==> src/rtl/cmp8_timer_pkg.sv <==
package cmp8_timer_pkg;
    localparam int DW = 8;
    localparam int AW = 3;

    localparam logic [AW-1:0] A_CTRL = 3'd0;
    localparam logic [AW-1:0] A_STAT = 3'd1;
    localparam logic [AW-1:0] A_CNT  = 3'd2;
    localparam logic [AW-1:0] A_CMPA = 3'd3;
    localparam logic [AW-1:0] A_CMPB = 3'd4;

    // flag indices; status byte holds flags at bits FLAG_LSB and up
    localparam int NFLAG    = 3;
    localparam int F_OVF    = 0;
    localparam int F_A      = 1;
    localparam int F_B      = 2;
    localparam int FLAG_LSB = 5;

    typedef enum logic [1:0] {
        CLR_NONE    = 2'b00,
        CLR_MATCH_A = 2'b01,
        CLR_MATCH_B = 2'b10,
        CLR_PIN     = 2'b11
    } clr_mode_e;

    typedef enum logic [2:0] {
        SRC_STOP     = 3'b000,
        SRC_PRE0     = 3'b001,
        SRC_PRE1     = 3'b010,
        SRC_PRE2     = 3'b011,
        SRC_EXT_RISE = 3'b100,
        SRC_EXT_FALL = 3'b101,
        SRC_EXT_BOTH = 3'b110,
        SRC_RSVD     = 3'b111
    } src_e;

    typedef struct packed {
        logic [DW-1:0]    ctrl;
        logic [DW-1:0]    cnt;
        logic [DW-1:0]    cmpa;
        logic [DW-1:0]    cmpb;
        logic [NFLAG-1:0] flags;
        logic [NFLAG-1:0] armed;
    } tmr_state_t;
endpackage

==> src/rtl/cmp8_pin_sync.sv <==
// Multi-stage synchronizer that also keeps one extra sample for edge detection.
// smp[0] is the synchronized level, smp[1] the previous synchronized level.
module cmp8_pin_sync #(
    parameter int STAGES = 2
) (
    input  logic       clk,
    input  logic       rst_n,
    input  logic       pin,
    output logic [1:0] smp
);
    localparam int LEN = STAGES + 1;

    logic [LEN-1:0] sh_d, sh_q;

    always_comb begin
        sh_d = {sh_q[LEN-2:0], pin};
    end

    always_ff @(posedge clk or negedge rst_n) begin
        if (!rst_n) sh_q <= '0;
        else        sh_q <= sh_d;
    end

    assign smp = {sh_q[LEN-1], sh_q[LEN-2]};
endmodule

==> src/rtl/cmp8_tick_sel.sv <==
// Picks the count-enable for this cycle from the selected source.
module cmp8_tick_sel
    import cmp8_timer_pkg::*;
(
    input  src_e       sel,
    input  logic [2:0] pre_en,
    input  logic [1:0] ext_smp,
    output logic       tick
);
    logic rise, fall;

    always_comb begin
        rise = ext_smp[0] & ~ext_smp[1];
        fall = ~ext_smp[0] & ext_smp[1];
        unique case (sel)
            SRC_PRE0:     tick = pre_en[0];
            SRC_PRE1:     tick = pre_en[1];
            SRC_PRE2:     tick = pre_en[2];
            SRC_EXT_RISE: tick = rise;
            SRC_EXT_FALL: tick = fall;
            SRC_EXT_BOTH: tick = rise | fall;
            default:      tick = 1'b0;
        endcase
    end
endmodule

==> src/rtl/cmp8_timer.sv <==
module cmp8_timer
    import cmp8_timer_pkg::*;
#(
    parameter int            SYNC_STAGES = 2,
    parameter logic [DW-1:0] CMP_INIT    = 8'hFF
) (
    input  logic          clk,
    input  logic          rst_n,
    input  logic          wr_en,
    input  logic          rd_en,
    input  logic [AW-1:0] addr,
    input  logic [DW-1:0] wdata,
    output logic [DW-1:0] rdata,
    input  logic [2:0]    pre_en,
    input  logic          ext_clk,
    input  logic          ext_rst,
    output logic          irq_cmp_a,
    output logic          irq_cmp_b,
    output logic          irq_ovf
);
    tmr_state_t st_d, st_q;

    logic [1:0] clk_smp, rst_smp;
    logic       tick;
    src_e       src;
    clr_mode_e  clr_mode;

    cmp8_pin_sync #(.STAGES(SYNC_STAGES)) u_clk_sync (
        .clk(clk), .rst_n(rst_n), .pin(ext_clk), .smp(clk_smp)
    );

    cmp8_pin_sync #(.STAGES(SYNC_STAGES)) u_rst_sync (
        .clk(clk), .rst_n(rst_n), .pin(ext_rst), .smp(rst_smp)
    );

    assign src      = src_e'(st_q.ctrl[2:0]);
    assign clr_mode = clr_mode_e'(st_q.ctrl[4:3]);

    cmp8_tick_sel u_tick (
        .sel(src), .pre_en(pre_en), .ext_smp(clk_smp), .tick(tick)
    );

    logic             wr_cnt, wr_stat, rd_stat;
    logic             hit_a, hit_b, clr_hit, wrap, pin_clr;
    logic [NFLAG-1:0] hw_set;

    always_comb begin
        st_d    = st_q;
        wr_cnt  = wr_en && (addr == A_CNT);
        wr_stat = wr_en && (addr == A_STAT);
        rd_stat = rd_en && (addr == A_STAT);

        hit_a   = tick && (st_q.cnt == st_q.cmpa);
        hit_b   = tick && (st_q.cnt == st_q.cmpb);
        clr_hit = ((clr_mode == CLR_MATCH_A) && hit_a) ||
                  ((clr_mode == CLR_MATCH_B) && hit_b);
        wrap    = tick && !clr_hit && (st_q.cnt == {DW{1'b1}});
        pin_clr = (clr_mode == CLR_PIN) && rst_smp[0] && !rst_smp[1];

        // counter: count step, then pin clear, then bus write
        if (tick)    st_d.cnt = clr_hit ? '0 : st_q.cnt + 1'b1;
        if (pin_clr) st_d.cnt = '0;
        if (wr_cnt)  st_d.cnt = wdata;

        if (wr_en && addr == A_CTRL) st_d.ctrl = wdata;
        if (wr_en && addr == A_CMPA) st_d.cmpa = wdata;
        if (wr_en && addr == A_CMPB) st_d.cmpb = wdata;

        hw_set        = '0;
        hw_set[F_OVF] = wrap;
        hw_set[F_A]   = hit_a;
        hw_set[F_B]   = hit_b;

        for (int i = 0; i < NFLAG; i++) begin
            if (rd_stat && st_q.flags[i]) st_d.armed[i] = 1'b1;
            if (wr_stat && st_q.armed[i] && !wdata[FLAG_LSB + i]) begin
                st_d.flags[i] = 1'b0;
                st_d.armed[i] = 1'b0;
            end
            if (hw_set[i]) st_d.flags[i] = 1'b1;
        end
    end

    always_ff @(posedge clk or negedge rst_n) begin
        if (!rst_n) begin
            st_q.ctrl  <= '0;
            st_q.cnt   <= '0;
            st_q.cmpa  <= CMP_INIT;
            st_q.cmpb  <= CMP_INIT;
            st_q.flags <= '0;
            st_q.armed <= '0;
        end else begin
            st_q <= st_d;
        end
    end

    always_comb begin
        unique case (addr)
            A_CTRL:  rdata = st_q.ctrl;
            A_STAT:  rdata = {st_q.flags, {FLAG_LSB{1'b0}}};
            A_CNT:   rdata = st_q.cnt;
            A_CMPA:  rdata = st_q.cmpa;
            A_CMPB:  rdata = st_q.cmpb;
            default: rdata = '0;
        endcase
    end

    assign irq_ovf   = st_q.flags[F_OVF] & st_q.ctrl[FLAG_LSB + F_OVF];
    assign irq_cmp_a = st_q.flags[F_A]   & st_q.ctrl[FLAG_LSB + F_A];
    assign irq_cmp_b = st_q.flags[F_B]   & st_q.ctrl[FLAG_LSB + F_B];
endmodule

==> config.mk <==
export PLATFORM = sky130hd
export DESIGN_NAME = cmp8_timer
export DESIGN_NICKNAME = d
export VERILOG_FILES = /design/src/rtl/cmp8_timer_pkg.sv /design/src/rtl/cmp8_pin_sync.sv /design/src/rtl/cmp8_tick_sel.sv /design/src/rtl/cmp8_timer.sv
export SDC_FILE = /design/constraint.sdc
export NUM_CORES = 1
export LEC_CHECK = 0
export ABC_CLOCK_PERIOD_IN_PS = 2300
export BUFFER_PORTS_ARGS = -buffer_cell sky130_fd_sc_hd__buf_2
export CAP_MARGIN = 0
export CORE_MARGIN = 1.5
export CORE_UTILIZATION = 45
export CTS_CLUSTER_SIZE = 12
export DETAILED_ROUTE_END_ITERATION = 8
export GPL_ROUTABILITY_DRIVEN = 0
export PLACE_DENSITY = 0.75
export SYNTH_ARGS = -nofsm -noshare
export SYNTH_HDL_FRONTEND = slang
export SYNTH_SLANG_ARGS = --single-unit
==> constraint.sdc <==
create_clock -name clk -period 2.3 [get_ports clk]
set_clock_uncertainty 0.1 [all_clocks]
set_input_delay 0.345 -clock clk [delete_from_list [all_inputs] [get_ports clk]]
set_output_delay 0.345 -clock clk [all_outputs]
set_load 0.01 [all_outputs]
==> impl_metrics.json <==
{
  "ys_ff_latch": 44,
  "slew_headroom": 0.647,
  "crit_family": "multiplexers",
  "cts_tree": "yes",
  "first_pass_iters": 4,
  "met2_usage": 0.341,
  "drv_slew": 0,
  "drv_cap": 0,
  "synth_area_per_cell_um2": 10.3,
  "critPathLaunchType": "register",
  "fillCellCount": 487,
  "yosys.area.top_type_share": 0.275,
  "power_density_nw_per_um2": 884,
  "cp.buffers_inverters": 2,
  "yosys.area.top_type": "dfrtp_1",
  "route.vias.total": 2093,
  "finish.utilization": 0.557,
  "end_kind": "register",
  "io_pins": 31,
  "hpwl_um": 4630,
  "synth_cell_types": 42,
  "ant_nets": 0,
  "synth-edff-count": 0,
  "status": "finished clean",
  "ys_top_cells_by_area": "dfrtp_1, dfstp_2, mux2_2",
  "yosysWarningCount": 0,
  "core-area_um2": 5470,
  "track_usage": 0.219,
  "drc": 0,
  "drtIter0Drc": 160,
  "grt_max_degree": 24,
  "setup_slack_ns": 0.0921,
  "start_util": 0.466,
  "worstSetupPathType": "reg -> reg",
  "drive_gt1_frac": 0.361,
  "syn-num-nets": 272,
  "syn_inst": 249,
  "fin_crit_ns": 2.21,
  "viasPerCell": 5.77,
  "synthArstFlopShare": 1.00,
  "grt_pass1_vias": 2105,
  "antenna_cells": 0,
  "multi_input_area_um2": 1360,
  "reg2reg_slack_ns": 0.09,
  "slowest_stage": "mux4_2",
  "use_met1": 0.307,
  "hp-class": "in -> reg",
  "insertion_delay_ns": 0.30,
  "layout_commonest_cell": "buf_2",
  "die_y_um": 78.3,
  "worstMarginPinSlew_ns": 0.530,
  "rows": 27,
  "cts.sinks": 44,
  "fmax_ghz": 0.453,
  "synth_flop_cell": "dfrtp_1",
  "layout_common_cells": "buf_2, dfrtp_1, mux2_2",
  "netlist_area_um2": 2550,
  "path_cells": "inv_1, ha_1, or2_1, mux4_2, buf_6, o31ai_4, a221oi_2",
  "ys_seq_area_frac": 0.439,
  "wl_um": 6310,
  "h-tree-depth": 2,
  "numCtsBuffers": 5,
  "antenna_found_initial": 0,
  "syn_to_final_growth_pct": 19.5,
  "p_leak_uw": 0.00138,
  "final_nets": 313,
  "io_buffers": 30,
  "dp_slack_ns": 0.0587,
  "busiest_layer": "met2",
  "slowest_delay_ns": 0.61,
  "wl_per_cell_um": 17.4,
  "overflow": 0,
  "dieArea_um2": 6130,
  "regArea_um2": 1120,
  "finalSetupViolations": 0,
  "hold_violations": 0,
  "grt_use_met3": 0.0360,
  "die_w_um": 78.3,
  "cp.arrival_ns": 2.30,
  "clk_pin_slew_ns": 0.09,
  "clk_path_buf_depth": 2,
  "rsz0062_at_grt": "yes",
  "vdd_drop_max_v": 0.000512,
  "cp.required_ns": 2.39,
  "cts-root-buf": "clkbuf_8",
  "crit_fanout": 7,
  "period_share": 0.960,
  "grt_pass1_wl_um": 10400
}
final timing paths:
check,startpoint,end,cells after the start
max in group asynchronous,rst_n,st_q[14],3
worst max-delay path,u_clk_sync.sh_q[1],st_q[28],7
min in group asynchronous,rst_n,st_q[28],2
worst max register to register,u_clk_sync.sh_q[1],st_q[28],7
worst min-delay path,ext_rst,u_rst_sync.sh_q[0],1
worst min register to register,u_clk_sync.sh_q[0],u_clk_sync.sh_q[1],0
repair_timing:
| item | CTS | global route |
|---|---|---|
| setup buffers | 0 | 5 |
| resized for setup | 0 | 8 |
| hold endpoints to repair | 15 | 0 |
| setup endpoints to repair | 0 | 5 |
| hold buffers | 1 | 0 |
cell type report:
cell class,count,share of cell area
clock inverter,1,0.00984
timing repair buffer,49,0.102
clock buffer,7,0.0316
tap,72,0.0295
sequential,44,0.368
inverter,12,0.0148
multi-input combinational,178,0.445
worst reg2reg max path: cells and delay by family, from the launching register on:
kind	cells	cell delay, ns
adder cells (fa/ha/maj)	1	0.25
AO/OA/AOI/OAI	2	0.33
flip-flops	1	0.37
multiplexers	1	0.61
buffers and inverters	2	0.23
AND/OR/NAND/NOR	1	0.22
flip-flops by register name, summed over array words and instances, names as in the netlist:
signal,cells
clr_mode,2
u_rst_sync.sh_q,3
st_q,33
src,3
u_clk_sync.sh_q,3
cell families (layout without fill, tap and decap cells):
| logic type | after synthesis | after routing | synth area share |
|---|---|---|---|
| AND/OR/NAND/NOR | 68 | 68 | 0.142 |
| AO/OA/AOI/OAI | 53 | 53 | 0.138 |
| flip-flops | 44 | 44 | 0.439 |
| multiplexers | 38 | 38 | 0.166 |
| buffers and inverters | 27 | 69 | 0.0456 |
| XOR/XNOR | 16 | 16 | 0.0549 |
| adder cells (fa/ha/maj) | 3 | 3 | 0.0147 |
power breakdown:
part           total [uW]  internal [uW]  switching (uW)
Clock                 653            383             269
Combinational         817            407             410
Sequential           1230            997             231
metal layers:
layer,share of wire,wire length (um),vias to the layer above
met5,0,0,-
met4,0.013,84,0
met3,0.048,303,9
met2,0.48,3000,66
met1,0.46,2920,1034
li1,-,-,984
metrics by stage:
step / setup TNS [ns] / cells / area (um2) / power, uW / hold slack [ns]
after global routing: -0.00528 / 363 / 3050 / 2850 / 0.0334
after CTS: 0 / 358 / 2970 / 2650 / 0.0395
after detailed placement: 0 / 349 / 2830 / 2000 / 0.241
final: 0 / 363 / 3050 / 2700 / 0.0392
after floorplan: 0 / 249 / 2550 / 1730 / -0.0506
after global placement: 0 / 349 / 2830 / 1980 / 0.235
cell usage after synthesis, types with 2 or more instances:
cell type / instances
and2_1: 3
xor2_1: 16
nand2_1: 18
o21ai_1: 6
o41ai_2: 2
a31oi_1: 6
nor2_1: 13
nand4b_1: 3
ha_1: 3
inv_1: 12
o21ai_0: 11
and3_1: 2
buf_2: 6
mux2_2: 21
or2_1: 3
clkbuf_1: 7
o31ai_1: 4
dfstp_2: 16
dfrtp_1: 28
a21oi_1: 8
nor4_1: 3
nand2b_1: 5
a311oi_1: 5
mux2i_1: 13
nand3_1: 2
a211oi_1: 3
nand4_1: 9
mux2_1: 3
a221oi_1: 2
o22ai_1: 4
Power figures use the tool's default switching activity.
